==> config.mk <==
export PLATFORM = sky130hd
export DESIGN_NAME = stk_frame_engine
export DESIGN_NICKNAME = d
export VERILOG_FILES = /design/src/rtl/stk_pkg.sv /design/src/rtl/stk_seq.sv /design/src/rtl/stk_ptr.sv /design/src/rtl/stk_result.sv /design/src/rtl/stk_frame_engine.sv
export SDC_FILE = /design/constraint.sdc
export NUM_CORES = 1
export LEC_CHECK = 0
export BUFFER_PORTS_ARGS = -buffer_cell sky130_fd_sc_hd__buf_4
export CORE_ASPECT_RATIO = 0.9
export CORE_MARGIN = 2
export CORE_UTILIZATION = 44
export CTS_BUF_LIST = sky130_fd_sc_hd__clkbuf_4 sky130_fd_sc_hd__clkbuf_8
export CTS_CLUSTER_DIAMETER = 40
export DETAILED_ROUTE_END_ITERATION = 16
export PLACE_DENSITY = 0.69
export RECOVER_POWER = 50
export SYNTH_ARGS = -nofsm -noshare
export SYNTH_HDL_FRONTEND = slang
export SYNTH_HIERARCHICAL = 1
export SYNTH_SLANG_ARGS = --single-unit
==> constraint.sdc <==
create_clock -name clk -period 2.7 [get_ports clk]
set_input_delay 0.135 -clock clk [delete_from_list [all_inputs] [get_ports clk]]
set_output_delay 0.135 -clock clk [all_outputs]
set_load 0.05 [all_outputs]
==> src/rtl/stk_pkg.sv <==
package stk_pkg;

    typedef enum logic [2:0] {
        OP_PUSH    = 3'd0,
        OP_POP     = 3'd1,
        OP_CALL    = 3'd2,
        OP_RET     = 3'd3,
        OP_IENTER  = 3'd4,
        OP_IRETURN = 3'd5
    } stk_op_e;

    typedef enum logic [1:0] {
        SEL_DATA  = 2'd0,
        SEL_PCLO  = 2'd1,
        SEL_PCHI  = 2'd2,
        SEL_FLAGS = 2'd3
    } byte_sel_e;

    localparam int unsigned IDX_W = 2;

    function automatic logic op_known(logic [2:0] op);
        return op <= 3'd5;
    endfunction

    function automatic logic op_pushes(stk_op_e op);
        return (op == OP_PUSH) || (op == OP_CALL) || (op == OP_IENTER);
    endfunction

    // index of the final byte of a frame
    function automatic logic [IDX_W-1:0] op_last(stk_op_e op);
        case (op)
            OP_CALL, OP_RET:        return 2'd1;
            OP_IENTER, OP_IRETURN:  return 2'd2;
            default:                return 2'd0;
        endcase
    endfunction

    // which byte of the frame moves at position idx
    function automatic byte_sel_e op_byte(stk_op_e op, logic [IDX_W-1:0] idx);
        byte_sel_e s;
        s = SEL_DATA;
        case (op)
            OP_CALL:    s = (idx == 2'd0) ? SEL_PCHI : SEL_PCLO;
            OP_RET:     s = (idx == 2'd0) ? SEL_PCLO : SEL_PCHI;
            OP_IENTER:  s = (idx == 2'd0) ? SEL_PCHI :
                            (idx == 2'd1) ? SEL_PCLO : SEL_FLAGS;
            OP_IRETURN: s = (idx == 2'd0) ? SEL_FLAGS :
                            (idx == 2'd1) ? SEL_PCLO : SEL_PCHI;
            default:    s = SEL_DATA;
        endcase
        return s;
    endfunction

endpackage

==> src/rtl/stk_seq.sv <==
module stk_seq
    import stk_pkg::*;
(
    input  logic       clk,
    input  logic       rst_n,
    input  logic       req_valid,
    input  logic [2:0] req_op,
    output logic       accept,
    output logic       busy,
    output logic       done,
    output logic       push_en,
    output logic       pop_en,
    output byte_sel_e  sel
);

    typedef struct packed {
        logic             run;
        stk_op_e          op;
        logic [IDX_W-1:0] idx;
        logic             done;
    } seq_t;

    seq_t s_q, s_d;

    always_comb begin
        s_d      = s_q;
        s_d.done = 1'b0;
        accept   = !s_q.run && req_valid && op_known(req_op);
        if (s_q.run) begin
            if (s_q.idx == op_last(s_q.op)) begin
                s_d.run  = 1'b0;
                s_d.idx  = '0;
                s_d.done = 1'b1;
            end else begin
                s_d.idx = s_q.idx + 1'b1;
            end
        end else if (accept) begin
            s_d.run = 1'b1;
            s_d.op  = stk_op_e'(req_op);
            s_d.idx = '0;
        end
    end

    always_ff @(posedge clk) begin
        if (!rst_n) begin
            s_q <= '{run: 1'b0, op: OP_PUSH, idx: '0, done: 1'b0};
        end else begin
            s_q <= s_d;
        end
    end

    assign busy    = s_q.run;
    assign done    = s_q.done;
    assign push_en = s_q.run && op_pushes(s_q.op);
    assign pop_en  = s_q.run && !op_pushes(s_q.op);
    assign sel     = op_byte(s_q.op, s_q.idx);

    p_accept_r1: assert property (@(posedge clk) disable iff (!rst_n)
        (!busy && req_valid && (req_op <= 3'd5)) |=> busy);

    p_done_pulse_r8: assert property (@(posedge clk) disable iff (!rst_n)
        done |=> !done);

    p_done_on_end_r8: assert property (@(posedge clk) disable iff (!rst_n)
        $fell(busy) |-> done);

endmodule

==> src/rtl/stk_ptr.sv <==
module stk_ptr #(
    parameter int unsigned         SP_W        = 8,
    parameter logic [SP_W-1:0]     SP_RESET    = 8'hC0,
    parameter logic [SP_W-1:0]     STACK_LIMIT = 8'hC0
) (
    input  logic            clk,
    input  logic            rst_n,
    input  logic            ld_en,
    input  logic [SP_W-1:0] ld_val,
    input  logic            dec,
    input  logic            inc,
    output logic [SP_W-1:0] sp,
    output logic [SP_W-1:0] push_addr,
    output logic            warn
);

    typedef struct packed {
        logic [SP_W-1:0] sp;
    } ptr_t;

    ptr_t p_q, p_d;

    always_comb begin
        p_d       = p_q;
        push_addr = p_q.sp - 1'b1;
        if (dec) begin
            p_d.sp = push_addr;
        end else if (inc) begin
            p_d.sp = p_q.sp + 1'b1;
        end else if (ld_en) begin
            p_d.sp = ld_val;
        end
        warn = dec && ((p_q.sp == '0) || (push_addr >= STACK_LIMIT));
    end

    always_ff @(posedge clk) begin
        if (!rst_n) begin
            p_q.sp <= SP_RESET;
        end else begin
            p_q <= p_d;
        end
    end

    assign sp = p_q.sp;

    p_single_move_r2: assert property (@(posedge clk) disable iff (!rst_n)
        !(dec && inc));

endmodule

==> src/rtl/stk_result.sv <==
module stk_result
    import stk_pkg::*;
#(
    parameter int unsigned DW   = 8,
    parameter int unsigned PC_W = 12
) (
    input  logic            clk,
    input  logic            rst_n,
    input  logic            accept,
    input  logic [DW-1:0]   req_data,
    input  logic [PC_W-1:0] req_pc,
    input  logic [DW-1:0]   req_flags,
    input  logic            pop_en,
    input  byte_sel_e       sel,
    input  logic [DW-1:0]   rdata,
    output logic [DW-1:0]   wdata,
    output logic [PC_W-1:0] pc_out,
    output logic [DW-1:0]   flags_out,
    output logic [DW-1:0]   pop_data
);

    localparam int unsigned PCH_W = PC_W - DW;

    typedef struct packed {
        logic [DW-1:0]   opnd_data;
        logic [PC_W-1:0] opnd_pc;
        logic [DW-1:0]   opnd_flags;
        logic [DW-1:0]   res_data;
        logic [PC_W-1:0] res_pc;
        logic [DW-1:0]   res_flags;
    } hold_t;

    hold_t h_q, h_d;

    always_comb begin
        h_d = h_q;
        if (accept) begin
            h_d.opnd_data  = req_data;
            h_d.opnd_pc    = req_pc;
            h_d.opnd_flags = req_flags;
        end
        if (pop_en) begin
            case (sel)
                SEL_DATA:  h_d.res_data           = rdata;
                SEL_PCLO:  h_d.res_pc[DW-1:0]     = rdata;
                SEL_PCHI:  h_d.res_pc[PC_W-1:DW]  = rdata[PCH_W-1:0];
                default:   h_d.res_flags          = rdata;
            endcase
        end
    end

    always_comb begin
        case (sel)
            SEL_DATA:  wdata = h_q.opnd_data;
            SEL_PCLO:  wdata = h_q.opnd_pc[DW-1:0];
            SEL_PCHI:  wdata = DW'(h_q.opnd_pc >> DW);
            default:   wdata = h_q.opnd_flags;
        endcase
    end

    always_ff @(posedge clk) begin
        if (!rst_n) begin
            h_q <= '0;
        end else begin
            h_q <= h_d;
        end
    end

    assign pc_out    = h_q.res_pc;
    assign flags_out = h_q.res_flags;
    assign pop_data  = h_q.res_data;

endmodule

==> src/rtl/stk_frame_engine.sv <==
module stk_frame_engine
    import stk_pkg::*;
#(
    parameter int unsigned     DW          = 8,
    parameter int unsigned     PC_W        = 12,
    parameter int unsigned     SP_W        = 8,
    parameter logic [SP_W-1:0] SP_RESET    = 8'hC0,
    parameter logic [SP_W-1:0] STACK_LIMIT = 8'hC0
) (
    input  logic            clk,
    input  logic            rst_n,
    input  logic            req_valid,
    input  logic [2:0]      req_op,
    input  logic [DW-1:0]   req_data,
    input  logic [PC_W-1:0] req_pc,
    input  logic [DW-1:0]   req_flags,
    input  logic            sp_wr_en,
    input  logic [SP_W-1:0] sp_wr_val,
    output logic            rf_we,
    output logic            rf_re,
    output logic [SP_W-1:0] rf_addr,
    output logic [DW-1:0]   rf_wdata,
    input  logic [DW-1:0]   rf_rdata,
    output logic            busy,
    output logic            done,
    output logic [SP_W-1:0] sp_out,
    output logic            wrap_warn,
    output logic [PC_W-1:0] pc_out,
    output logic [DW-1:0]   flags_out,
    output logic [DW-1:0]   pop_data
);

    logic            accept;
    logic            push_en;
    logic            pop_en;
    byte_sel_e       sel;
    logic [SP_W-1:0] push_addr;
    logic            ld_ok;

    stk_seq i_seq (
        .clk       (clk),
        .rst_n     (rst_n),
        .req_valid (req_valid),
        .req_op    (req_op),
        .accept    (accept),
        .busy      (busy),
        .done      (done),
        .push_en   (push_en),
        .pop_en    (pop_en),
        .sel       (sel)
    );

    assign ld_ok = sp_wr_en && !busy && !accept;

    stk_ptr #(
        .SP_W        (SP_W),
        .SP_RESET    (SP_RESET),
        .STACK_LIMIT (STACK_LIMIT)
    ) i_ptr (
        .clk       (clk),
        .rst_n     (rst_n),
        .ld_en     (ld_ok),
        .ld_val    (sp_wr_val),
        .dec       (push_en),
        .inc       (pop_en),
        .sp        (sp_out),
        .push_addr (push_addr),
        .warn      (wrap_warn)
    );

    stk_result #(
        .DW   (DW),
        .PC_W (PC_W)
    ) i_res (
        .clk       (clk),
        .rst_n     (rst_n),
        .accept    (accept),
        .req_data  (req_data),
        .req_pc    (req_pc),
        .req_flags (req_flags),
        .pop_en    (pop_en),
        .sel       (sel),
        .rdata     (rf_rdata),
        .wdata     (rf_wdata),
        .pc_out    (pc_out),
        .flags_out (flags_out),
        .pop_data  (pop_data)
    );

    assign rf_we   = push_en;
    assign rf_re   = pop_en;
    assign rf_addr = push_en ? push_addr : sp_out;

    p_push_lands_r2: assert property (@(posedge clk) disable iff (!rst_n)
        rf_we |=> (sp_out == $past(rf_addr)));

    p_pop_moves_r3: assert property (@(posedge clk) disable iff (!rst_n)
        rf_re |=> (sp_out == SP_W'($past(rf_addr) + 1'b1)));

    p_sp_quiet_r11: assert property (@(posedge clk) disable iff (!rst_n)
        (!rf_we && !rf_re && !sp_wr_en) |=> $stable(sp_out));

    p_warn_push_only_r10: assert property (@(posedge clk) disable iff (!rst_n)
        wrap_warn |-> rf_we);

    p_port_excl_r1: assert property (@(posedge clk) disable iff (!rst_n)
        !(rf_we && rf_re));

endmodule

## After elaboration in Yosys (flattened, before gate mapping)

Cells that the tools add are included.

| storage, ports and cells | value |
|---|---|
| output and inout port bits | 57 |
| bits of input ports | 51 |
| word-level logic and storage cells | 75 |
| register bits after elaboration | 71 |

| cells by class | value |
|---|---|
| $lt $le $gt $ge | 2 |
| eq/ne operators | 8 |
| add/sub/neg operators | 3 |
| bitwise operators | 2 |
| reductions and logical operators | 28 |
| muxes and demuxes | 20 |

Operators with widths:

| cell | number |
|---|---|
| two-way mux 8 bit | 4 |
| one-hot mux 8 bit (3 select lines) | 1 |
| two-way mux 2 bit | 9 |
| AND reduction 2 bit | 6 |
| adder 8 x 1 -> 8 bit, second input constant | 1 |
| >= comparator 8 bit, second input constant | 1 |
| zero test 8 bit | 1 |
| one-hot mux 2 bit (4 select lines) | 1 |
| subtractor 8 x 1 -> 8 bit, second input constant | 1 |
| logical AND 1 bit | 7 |
| == test 3 x 2 -> 1 bit, second input constant | 2 |
| == test 3 bit, second input constant | 2 |
| two-way mux 6 bit | 1 |
| == test 2 x 1 -> 1 bit, second input constant | 2 |
| zero test 2 bit | 2 |
| one-hot mux 2 bit (2 select lines) | 1 |
| OR reduction 2 bit | 2 |
| <= comparator 3 bit, second input constant | 1 |
| zero test 1 bit | 3 |
| zero test 3 bit | 1 |
| logical OR 1 bit | 3 |
| two-way mux 1 bit | 3 |
| nonzero test 3 bit | 1 |
| OR reduction 3 bit | 1 |
| 5 further kinds | 6 |

## Logic depth before layout (Yosys ltp)

| logic depth | value |
|---|---|
| depth in word-level cells | 8 |
| depth in mapped cells | 10 |
| gate-level depth less buffers | 8 |

## Modules after synthesis

The synthesis kept the hierarchy.

Modules (own cells, without submodules):

| module | instances | sequential area each (um^2) | area an instance (um^2) | cells each |
|---|---|---|---|---|
| stk_result | 1 | 1121.1 | 2552.4 | 240 |
| stk_ptr | 1 | 160.2 | 774.5 | 106 |
| stk_seq | 1 | 140.1 | 457.9 | 56 |
| stk_frame_engine | 1 | 0.0 | 138.9 | 10 |

## Least setup slack after synthesis

Ideal clock, no wire load.

| timing | value |
|---|---|
| kind | register -> register |
| start | register i_seq.s_q, in the netlist i_seq/busy |
| end | register, netlist name i_ptr/sp[2] |
| setup slack | -0.125 ns |
| buffers on the path | 1 |
| cell stages (with the launch flop) | 7 |
| period minus slack after synthesis | 2.825 ns |
| arrival time | 2.710 ns |
| library setup time | 0.115 ns |
| required time | 2.585 ns |
| cell sequence | dfxtp_1 > nor2b_1 > clkbuf_1 > nor2_1 > a31oi_1 > o221ai_1 > and2_1 |

| on the way | value |
|---|---|
| elaborated cells on any way between the ends | 11 |
| classes of those cells | 2 x mux; 9 x reduce/logical |

RTL lines:

| element | RTL line | source |
|---|---|---|
| start, declared | stk_seq.sv:23 | `seq_t s_q, s_d;` |
| start signal, assigned | stk_seq.sv:46 | `s_q <= '{run: 1'b0, op: OP_PUSH, idx: '0, done: 1'b0};` |
| logical AND 1 bit * | stk_seq.sv:55 | `assign pop_en = s_q.run && !op_pushes(s_q.op);` |
| net rf_re | stk_frame_engine.sv:20 | `output logic rf_re,` |
| two-way mux 8 bit | stk_ptr.sv:28 | `end else if (inc) begin` |
| two-way mux 8 bit | stk_ptr.sv:26 | `if (dec) begin` |

Mark *: on every way through the listed nets, which the timed path passes. The rest lies on a longest branch.
A chain may end at the register's enable or synchronous reset.

## Worst setup path after layout

| timing | value |
|---|---|
| start | register, netlist name i_ptr/sp[0] |
| end | output wrap_warn |

| on the way | value |
|---|---|
| word-level cells in the longest chain between the ends | 4 |
| elaborated cells on any way between the ends | 5 |
| classes of those cells | 1 x add/sub; 1 x order compare; 3 x reduce/logical |

RTL lines:

| element | RTL line | source |
|---|---|---|
| subtractor 8 x 1 -> 8 bit | stk_ptr.sv:25 | `push_addr = p_q.sp - 1'b1;` |
| net push_addr[7] | stk_frame_engine.sv:37 | `logic [SP_W-1:0] push_addr;` |
| >= comparator 8 bit | stk_ptr.sv:33 | `warn = dec && ((p_q.sp == '0) \|\| (push_addr >= STACK_LIMIT));` |
| logical OR 1 bit | stk_ptr.sv:33 |  |
| logical AND 1 bit | stk_ptr.sv:33 |  |
| end, declared | stk_frame_engine.sv:27 | `output logic wrap_warn,` |

The timed path passes the listed nets, and every way through them passes these cells.

==> metrics <==
status finished clean; Crit path buffers/inverters 1; antenna cells 0; H-tree levels 3; Routed Antenna Nets 0; Tightest Hold Check Type input port to flip-flop; Final Hold Viols 0; WL final 8650 um; FF-to-FF End i_res/pc_out[6]; gr ovfl total 0; top cells by area, synth dfxtp_1 36%, mux2i_1 16%, nor2b_1 5.6%, buf_4 5.5%, nand2_1 5.5%; nets@finish 543; total setup buffers inserted after CTS 0; Crit. End Element output pin; Crit Path Max Fanout 9; Remaining DRCs 0; Critical R2R Launch i_seq/s_q[2]; Clock Skew 0.00916 ns; WP data required 2.57 ns; PwrDens 624 nW/um2; sequential-to-total area share from yosys stat 36.2%; hold_buf cts 0; Initial Util 45.6%; placed wire-length estimate 6200 um; CP max stage cell or4_4; initial antenna violation count 0; commonest cells after routing, fill and taps aside 79 x buf_4, 69 x dfxtp_1, 64 x mux2i_1; Critical Path Start Type flip-flop; post_cts resized 0; largest net degree at the start of global routing 67; WHS Path Cells 3; cell taking the most area after synthesis dfxtp_1; slowest cell delay on critical path 0.60 ns; CTS Root Cell clkbuf_8; first-pass GRT wire length 14100 um; Synth Register Bits 71; top-area cell type share of the netlist area 36.2%; final count of pins violating max slew 0; Worst EP arrival 2.42 ns; final worst setup slack 0.145 ns; Synthesized Nets 471; Rel. slew slack 32.0%; vias in the first global route 2948; area grow syn2layout 19.0%; die extent in x 104 um; post-layout min period 2.56 ns; IR drop worst, VDD 0.272 mV; clk_lat worst skew 0.35 ns; Initial DRC Count 109; CTS Buf Count 9; top_reg_cell synth dfxtp_1; CP delay by family, top simple AND/OR/NAND/NOR gates; number of synthesized flops with an enable pin 0; area of the core 8610 um2; share of cells above drive strength 1 25.6%; vias per std cell 4.98; FMAX 0.391 GHz; height of the die 93.6 um; Hold Path End i_res/h_q[34]; min-delay src req_flags[6]; clock buffer depth 2; hold_ws 0.0388 ns; asr flop ratio synth 0%; Worst-Margin Slew 1.02 ns; die area 9690 um2; MaxCap Viol Count 0; Leak 1.99 nW; drt first pass iters 4; Overall Global Routing Usage 18.1%; gpl congestion 0.839; Worst R2R Path Depth 8; synthesized area per cell 9.52 um2; Post-Syn Area 3920 um2; CTS sink cnt 71; most common cell after layout, fill and taps aside buf_4; Yosys warnings 6; post-synthesis cell count 412; Cell variety after synth 49; register-to-register setup slack 0.47 ns; # IOs 108; worst-path cell chain or4_4, nor4_4, xor2_2, nand3_1, a221oi_4, buf_4; crit path kind flip-flop to output pin; final setup fails 0; row count 32; final worst-path cycle share 94.6%; Port-buffer cells 107; Place WS 0.435 ns; clock transition at the registers of the reported paths 0.08 ns; wire per inst 14.2 um; CTS tree yes; total vias in the final route 3025
## cell families after synthesis
logic type | share of synthesized area (%)
adders and majority gates | 2.55
xor gates and xnor gates | 2.87
and+or+nand+nor | 18.1
DFF | 36.2
AOI/OAI and AO/OA | 7.24
muxes | 21.7
buffers and inverters | 11.3
## worst reg2reg max path: stages, from the launching register on
cell and delay, ns:
dfxtp_1 0.38, inv_1 0.09, ha_1 0.19, or3b_1 0.37
o2111ai_1 0.13, a21oi_2 0.15, buf_4 0.19, nand3b_1 0.40
mux2i_1 0.26
## metal layers
| metal | up-vias | track usage, % | part of all wire, % |
|---|---|---|---|
| li1 | 1512 | - | - |
| met1 | 1427 | 22.7 | 46 |
| met2 | 82 | 28.8 | 46 |
| met3 | 4 | 7.67 | 7.3 |
| met4 | 0 | 5.07 | 0.59 |
| met5 | - | 0 | 0 |
## state kept, by name, summed over array words and instances (netlist names)
signal           cells
i_res/h_q           28
i_res/pop_data       8
i_seq/done           1
i_seq/busy           1
i_seq/s_q            5
i_res/pc_out        12
i_ptr/sp             8
i_res/flags_out      8
## power breakdown
part	total, W	leakage [nW]	internal, W	switching [W]
Sequential	0.00118	0.579	0.00110	0.0000801
Clock	0.000953	0.110	0.000537	0.000416
Combinational	0.000782	1.30	0.000312	0.000469
## synth_stat cells, drive strengths merged (3+ instances only)
cell    instances
a21boi          3
a21oi          10
a221oi          3
and2            3
buf            45
clkbuf         12
dfxtp          71
ha              8
inv             9
mux2            8
mux2i          64
mux4            4
nand2          57
nand3          11
nor2           17
nor2b          35
nor3b           3
o211ai          3
o21ai           8
o221ai          3
xnor2           3
xor2            9
## area by class of cell
type	count	area, um2
clock inverters	6	93.8
repair buffers	118	748
inverters	10	37.5
flip-flops and latches	71	1420
well taps	119	149
clock buffers	10	131
multi-input cells	274	2080
fillers	813	3940
## how the worst max path moves through the flow
stage / from / to / slack, ns / depth (start not counted)
final: i_ptr/sp[0] / wrap_warn / 0.14 / 6
after global routing: i_seq/s_q[1] / rf_wdata[3] / -0.004 / 8
after CTS: i_ptr/sp[2] / wrap_warn / 0.1 / 6
after detailed placement: i_seq/s_q[1] / i_res/pc_out[6] / 0.44 / 8
after global placement: i_seq/s_q[1] / i_res/pc_out[5] / 0.54 / 8
after floorplan: i_seq/busy / wrap_warn / 0.12 / 4
## metrics by stage
step / instance area [um2] / std cells / utilization (%) / total power (W) / TNS (ns)
2_1_floorplan: 3940 / 412 / - / 0.00179 / 0
3_3_place_gp: 4580 / 592 / 53.2 / 0.00199 / 0
3_5_place_dp: 4580 / 592 / 53.2 / 0.00200 / 0
4_1_cts: 4800 / 608 / 55.8 / 0.00296 / 0
5_1_grt: 4670 / 608 / 54.2 / 0.00306 / -0.00352
6_report: 4670 / 608 / 54.2 / 0.00291 / 0
Note: power is estimated with default switching activity, not from simulation.
